==> src/rtl/thrscr_pkg.sv <==
package thrscr_pkg;

  // Default sample width and number of carry-split register stages.
  parameter int unsigned SAMPLE_W_DEF     = 10;
  parameter int unsigned CARRY_STAGES_DEF = 3;

  // Fixed register stages around the carry chain: two in front, one behind.
  parameter int unsigned FRONT_REGS = 2;
  parameter int unsigned BACK_REGS  = 1;

  // Width of one operand slice. The difference is one bit wider than the
  // sample, and that extended width is shared out across the stages.
  function automatic int unsigned seg_width(int unsigned sample_w,
                                            int unsigned stages);
    return (sample_w + 1 + stages - 1) / stages;
  endfunction

endpackage

==> src/rtl/thrscr_stage_reg.sv <==
// One pipeline register carrying a data word and its valid flag.
// Only the flag is reset; the data word is don't-care while the flag is low.
module thrscr_stage_reg #(
  parameter int unsigned DATA_W = 8
) (
  input  logic              clk,
  input  logic              rst,
  input  logic              en,
  input  logic              in_valid,
  input  logic [DATA_W-1:0] in_data,
  output logic              out_valid,
  output logic [DATA_W-1:0] out_data
);

  always_ff @(posedge clk) begin
    if (rst) begin
      out_valid <= 1'b0;
    end else if (en) begin
      out_valid <= in_valid;
    end
  end

  always_ff @(posedge clk) begin
    if (en) begin
      out_data <= in_data;
    end
  end

endmodule

==> src/rtl/thrscr_skew.sv <==
// Operand skew line. It delays one operand slice by DEPTH enabled clocks,
// so the slice meets the carry coming out of the stage below it.
module thrscr_skew #(
  parameter int unsigned W     = 8,
  parameter int unsigned DEPTH = 1
) (
  input  logic         clk,
  input  logic         en,
  input  logic [W-1:0] in_data,
  output logic [W-1:0] out_data
);

  logic [W-1:0] dly [DEPTH];

  always_ff @(posedge clk) begin
    if (en) begin
      dly[0] <= in_data;
      for (int i = 1; i < DEPTH; i++) begin
        dly[i] <= dly[i-1];
      end
    end
  end

  assign out_data = dly[DEPTH-1];

endmodule

==> src/rtl/thrscr_carry_stage.sv <==
// One slice of the split subtraction. It ripples the carry across SEG_W bits
// and registers only the carry-out. The sample and its valid flag travel
// alongside so they stay aligned with the decision.
module thrscr_carry_stage #(
  parameter int unsigned SEG_W    = 4,
  parameter int unsigned SAMPLE_W = 10
) (
  input  logic                clk,
  input  logic                rst,
  input  logic                en,
  input  logic                in_valid,
  input  logic [SAMPLE_W-1:0] in_sample,
  input  logic [SEG_W-1:0]    in_a,
  input  logic [SEG_W-1:0]    in_b,
  input  logic                in_carry,
  output logic                out_valid,
  output logic [SAMPLE_W-1:0] out_sample,
  output logic                out_carry
);

  function automatic logic ripple_carry(input logic [SEG_W-1:0] a,
                                        input logic [SEG_W-1:0] b,
                                        input logic             cin);
    logic c;
    c = cin;
    for (int i = 0; i < SEG_W; i++) begin
      c = (a[i] & b[i]) | (c & (a[i] ^ b[i]));
    end
    return c;
  endfunction

  logic carry_nxt;

  always_comb begin
    carry_nxt = ripple_carry(in_a, in_b, in_carry);
  end

  always_ff @(posedge clk) begin
    if (rst) begin
      out_valid <= 1'b0;
    end else if (en) begin
      out_valid <= in_valid;
    end
  end

  always_ff @(posedge clk) begin
    if (en) begin
      out_sample <= in_sample;
      out_carry  <= carry_nxt;
    end
  end

endmodule

==> src/rtl/thrscr_top.sv <==
// Threshold screener: pass = (sample > threshold), decided from the borrow of
// the widened difference threshold - sample. The carry is cut into
// CARRY_STAGES registered slices.
module thrscr_top
  import thrscr_pkg::*;
#(
  parameter int unsigned SAMPLE_W     = SAMPLE_W_DEF,
  parameter int unsigned CARRY_STAGES = CARRY_STAGES_DEF
) (
  input  logic                clk,
  input  logic                rst,
  input  logic                s_valid,
  output logic                s_ready,
  input  logic [SAMPLE_W-1:0] s_sample,
  input  logic [SAMPLE_W-1:0] s_thresh,
  output logic                m_valid,
  input  logic                m_ready,
  output logic [SAMPLE_W-1:0] m_sample,
  output logic                m_pass
);

  localparam int unsigned SEG_W   = seg_width(SAMPLE_W, CARRY_STAGES);
  localparam int unsigned PAD_W   = SEG_W * CARRY_STAGES;
  localparam int unsigned ZPAD_W  = PAD_W - SAMPLE_W;
  localparam int unsigned PAIR_W  = 2 * SAMPLE_W;
  localparam int unsigned LATENCY = FRONT_REGS + CARRY_STAGES + BACK_REGS;

  // Global advance: every stage moves when the consumer can take a beat.
  logic adv;
  assign adv     = m_ready;
  assign s_ready = m_ready;

  // Front registers: input boundary plus the screening-entry stage.
  logic [FRONT_REGS:0] ent_v;
  logic [PAIR_W-1:0]   ent_d [FRONT_REGS+1];

  assign ent_v[0] = s_valid;
  assign ent_d[0] = {s_thresh, s_sample};

  for (genvar g = 0; g < FRONT_REGS; g++) begin : g_front
    thrscr_stage_reg #(.DATA_W(PAIR_W)) u_front (
      .clk      (clk),
      .rst      (rst),
      .en       (adv),
      .in_valid (ent_v[g]),
      .in_data  (ent_d[g]),
      .out_valid(ent_v[g+1]),
      .out_data (ent_d[g+1])
    );
  end

  logic [SAMPLE_W-1:0] ent_thr;
  logic [SAMPLE_W-1:0] ent_smp;
  assign {ent_thr, ent_smp} = ent_d[FRONT_REGS];

  // threshold + ~sample + 1 over PAD_W bits; carry-out 1 means no borrow.
  logic [PAD_W-1:0] opnd_a;
  logic [PAD_W-1:0] opnd_b;
  assign opnd_a = {{ZPAD_W{1'b0}}, ent_thr};
  assign opnd_b = ~{{ZPAD_W{1'b0}}, ent_smp};

  // Slice j waits j clocks so it meets the carry from slice j-1.
  logic [SEG_W-1:0] sl_a [CARRY_STAGES];
  logic [SEG_W-1:0] sl_b [CARRY_STAGES];

  for (genvar j = 0; j < CARRY_STAGES; j++) begin : g_slice
    if (j == 0) begin : g_direct
      assign sl_a[j] = opnd_a[SEG_W-1:0];
      assign sl_b[j] = opnd_b[SEG_W-1:0];
    end else begin : g_skewed
      logic [2*SEG_W-1:0] sk_out;
      thrscr_skew #(.W(2*SEG_W), .DEPTH(j)) u_skew (
        .clk     (clk),
        .en      (adv),
        .in_data ({opnd_a[j*SEG_W +: SEG_W], opnd_b[j*SEG_W +: SEG_W]}),
        .out_data(sk_out)
      );
      assign sl_a[j] = sk_out[2*SEG_W-1:SEG_W];
      assign sl_b[j] = sk_out[SEG_W-1:0];
    end
  end

  // Carry chain, one registered slice per stage.
  logic [CARRY_STAGES:0] ch_v;
  logic [CARRY_STAGES:0] ch_c;
  logic [SAMPLE_W-1:0]   ch_s [CARRY_STAGES+1];

  assign ch_v[0] = ent_v[FRONT_REGS];
  assign ch_c[0] = 1'b1;
  assign ch_s[0] = ent_smp;

  for (genvar k = 0; k < CARRY_STAGES; k++) begin : g_carry
    thrscr_carry_stage #(.SEG_W(SEG_W), .SAMPLE_W(SAMPLE_W)) u_stage (
      .clk       (clk),
      .rst       (rst),
      .en        (adv),
      .in_valid  (ch_v[k]),
      .in_sample (ch_s[k]),
      .in_a      (sl_a[k]),
      .in_b      (sl_b[k]),
      .in_carry  (ch_c[k]),
      .out_valid (ch_v[k+1]),
      .out_sample(ch_s[k+1]),
      .out_carry (ch_c[k+1])
    );
  end

  // Output register: a borrow (no final carry) means sample > threshold.
  always_ff @(posedge clk) begin
    if (rst) begin
      m_valid <= 1'b0;
      m_pass  <= 1'b0;
    end else if (adv) begin
      m_valid <= ch_v[CARRY_STAGES];
      m_pass  <= ch_v[CARRY_STAGES] & ~ch_c[CARRY_STAGES];
    end
  end

  always_ff @(posedge clk) begin
    if (adv) begin
      m_sample <= ch_s[CARRY_STAGES];
    end
  end

  // The total stage count must match the advertised latency.
  initial begin
    if (LATENCY != CARRY_STAGES + 3) begin
      $error("stage count does not match latency");
    end
  end

endmodule

==> config.mk <==
export PLATFORM = sky130hd
export DESIGN_NAME = thrscr_top
export DESIGN_NICKNAME = d
export VERILOG_FILES = /design/src/rtl/thrscr_pkg.sv /design/src/rtl/thrscr_stage_reg.sv /design/src/rtl/thrscr_skew.sv /design/src/rtl/thrscr_carry_stage.sv /design/src/rtl/thrscr_top.sv
export SDC_FILE = /design/constraint.sdc
export NUM_CORES = 1
export LEC_CHECK = 0
export BUFFER_PORTS_ARGS = -buffer_cell sky130_fd_sc_hd__buf_2
export CORE_ASPECT_RATIO = 1.2
export CORE_MARGIN = 1.5
export CORE_UTILIZATION = 30
export DETAILED_ROUTE_END_ITERATION = 10
export GPL_TIMING_DRIVEN = 0
export HOLD_SLACK_MARGIN = 0.08
export PLACE_DENSITY_LB_ADDON = 0.15
export SETUP_SLACK_MARGIN = 0.15
export SLEW_MARGIN = 40
export SYNTH_ARGS = -nofsm -noshare
export SYNTH_HDL_FRONTEND = slang
export SYNTH_SLANG_ARGS = --single-unit
==> constraint.sdc <==
create_clock -name clk -period 2.1 [get_ports clk]
set_input_delay 0.42 -clock clk [delete_from_list [all_inputs] [get_ports clk]]
set_output_delay 0.42 -clock clk [all_outputs]
set_load 0.005 [all_outputs]
==> flow_metrics.py <==
metrics = {
    "worst_setup_path": {
        "worstPathArrival_ns": 1.04,
        "cp_max_fo": 55,
        "critPathKind": "primary input to primary output",
        "worst_ep_required_time_ns": 1.68,
        "critPathLaunchType": "primary input",
        "worstSetupEndpointType": "primary output",
    },
    "floorplan": {
        "initial_core_util_pct": 31.0,
        "io_pins": 37,
        "row_count": 42,
        "core_mm2": 0.0111,
        "die_width_um": 101,
        "die_area_mm2": 0.0122,
        "die_h_um": 121,
    },
    "cts": {
        "cts_setup_buffers": 0,
        "cts_hold_buf": 0,
        "cts_tree": "built",
        "clkSlewWorstSetupHoldPaths_ns": 0.07,
        "h-tree-depth": 3,
        "cts.path.max_buffers": 2,
        "cts_resized": 0,
        "clk_latency_ns": 0.33,
        "root_buffer": "clkbuf_16",
        "clock_sinks": 106,
        "cts_buffers": 9,
    },
    "global_route": {
        "use_met1_pct": 7.71,
        "grt_remaining_overflow": 0,
        "grt_pass1_vias": 1319,
        "track_usage_pct": 6.79,
        "grt_most_used_layer": "met2",
        "gr-usage-met3_pct": 3.47,
        "grt_use_met2_pct": 9.63,
        "grt_pass1_wl_mm": 5.95,
        "grt_start_max_net_pins": 56,
        "antenna_found_initial": 0,
    },
    "sta": {
        "setup_viol": 0,
        "relSlewSlack_pct": 73.1,
        "worst_pin_slew_ns": 0.403,
        "rsz0062_at_grt": "no",
        "slew_viol_final": 0,
        "hold_violations": 0,
        "fin_ws_ns": 0.645,
        "fin_crit_ns": 1.46,
        "tns_ns": 0,
        "period_share_pct": 69.3,
        "finClkSkew_ns": 0.00571,
        "fmax_mhz": 687,
    },
    "finish": {
        "fill_cells": 1062,
        "layout_commonest_cell": "edfxtp_1",
        "final_cell_mix": "edfxtp_1, buf_2, inv_1, ha_1, clkbuf_16",
        "fin_nets": 234,
        "area_growth_pct": 20.9,
        "num_antenna_cells": 0,
        "fin_cells": 360,
        "layout-drive-gt1-share_pct": 26.2,
    },
    "power": {
        "p_leak_nw": 1.55,
        "power_per_cell_area_mw_per_mm2": 1040,
        "ir_worst_vdd_mv": 0.379,
        "p_total_mw": 4.33,
    },
    "synth": {
        "syn_inst": 153,
        "syn_area_per_cell_um2": 22.6,
        "syn-num-nets": 186,
        "synth.yosys.seq_area_share_pct": 90.0,
        "ys_ff_latch": 106,
        "yosys_warnings": 0,
        "yosysUniqueCellTypes": 17,
        "syn-cell-area_mm2": 0.00346,
    },
    "detailed_routing": {
        "dr.pass1.iters": 4,
        "via_count": 1335,
        "drt_iter0_drc": 70,
        "routed_wl_mm": 3.58,
        "drc": 0,
        "ant_nets": 0,
        "routedWlPerCell_um": 9.95,
        "vias_per_cell": 3.71,
    },
    "worst_hold_path": {
        "hp-class": "primary input to flip-flop",
    },
    "flow_run": {
        "maxCapViolations": 0,
    },
    "placed_design": {
        "dp_slack_ns": 0.451,
        "numPortBuffers": 36,
        "dp_cells": 344,
        "gp_congestion": 0.633,
        "dp.final_hpwl_mm": 2.02,
    },
    "outcome": {
        "status": "finished, final reports clean",
    },
}
==> state kept, by name, indices dropped and copies added, names as in the netlist <==
name                         flops
m_sample                        10
g_carry.u_stage.out_sample      30
g_front.u_front.out_data        40
m_pass                           1
g_carry.u_stage.out_carry        3
m_valid                          1
g_front.u_front.out_valid        2
g_slice.g_skewed.u_skew.dly     16
g_carry.u_stage.out_valid        3
==> cell type report <==
class | instances | area, um2 | share of cell area (%)
multi-input cells | 36 | 292 | 6.98
clock buffers | 11 | 233 | 5.57
flip-flops and latches | 106 | 3110 | 74.5
inverters | 9 | 33.8 | 0.808
well taps | 154 | 193 | 4.61
clock inverters | 5 | 78.8 | 1.89
plain buffers | 2 | 18.8 | 0.449
repair buffers | 37 | 218 | 5.21
==> metal layers <==
layer  vias to the layer above  wire length, um
met5                         -                0
met4                         0               98
met3                         7              189
met2                        28             1710
met1                       624             1580
li1                        676                -
==> synthesized netlist by cell type (all sizes together) <==
cell type | count | area, um2
o21ai | 2 | 10.0
inv | 9 | 33.8
mux2i | 6 | 60.1
nand2b | 2 | 20.0
nor2 | 6 | 22.5
dfxtp | 7 | 140
ha | 9 | 113
nand2 | 2 | 7.51
buf | 2 | 18.8
a21o | 3 | 22.5
nand3b | 1 | 7.51
edfxtp | 99 | 2970
a21oi | 5 | 28.8
==> critical path, cell delays in order <==
cell and delay, ns:
buf_8 0.32, buf_4 0.18, buf_2 0.10
==> report_power, final <==
part	internal [mW]	leakage, nW	switching, mW	total, mW
registers	2.46	1.03	0.0312	2.49
logic	0.0567	0.380	0.0707	0.127
clock network	1.04	0.143	0.670	1.71
total	3.56	1.55	0.772	4.33
==> per-stage QoR <==
step           util, %  hold WS [ns]  instance area (um2)
5_1_grt           37.5         0.233                 4180
3_3_place_gp      34.4         0.401                 3830
2_1_floorplan        -         0.400                 3460
4_1_cts           37.5         0.239                 4180
3_5_place_dp      34.7         0.405                 3870
6_report          37.5         0.258                 4180
==> kinds of logic (layout without fill, tap and decap cells) <==
family | count (synthesis) | count (layout) | share of synthesized area (%)
AOI/OAI and AO/OA | 10 | 10 | 1.77
adders and majority gates | 9 | 9 | 3.26
muxes | 6 | 6 | 1.74
buffers and inverters | 11 | 64 | 1.52
and+or+nand+nor | 11 | 11 | 1.66
DFF | 106 | 106 | 90.0
==> path summary, 6_finish.rpt <==
path / slack, ns / startpoint / endpoint / cells after the start
max: 0.64 / m_ready / s_ready / 3
min: 0.26 / s_sample[6] / g_front[0].u_front.out_data[6] / 1
max reg2reg: 0.77 / g_slice[1].g_skewed.u_skew.dly[0][0] / g_carry[1].u_stage.out_carry / 4
min reg2reg: 0.42 / g_slice[2].g_skewed.u_skew.dly[0][1] / g_slice[2].g_skewed.u_skew.dly[0][9] / 0
(Power assumes the default switching activity.)
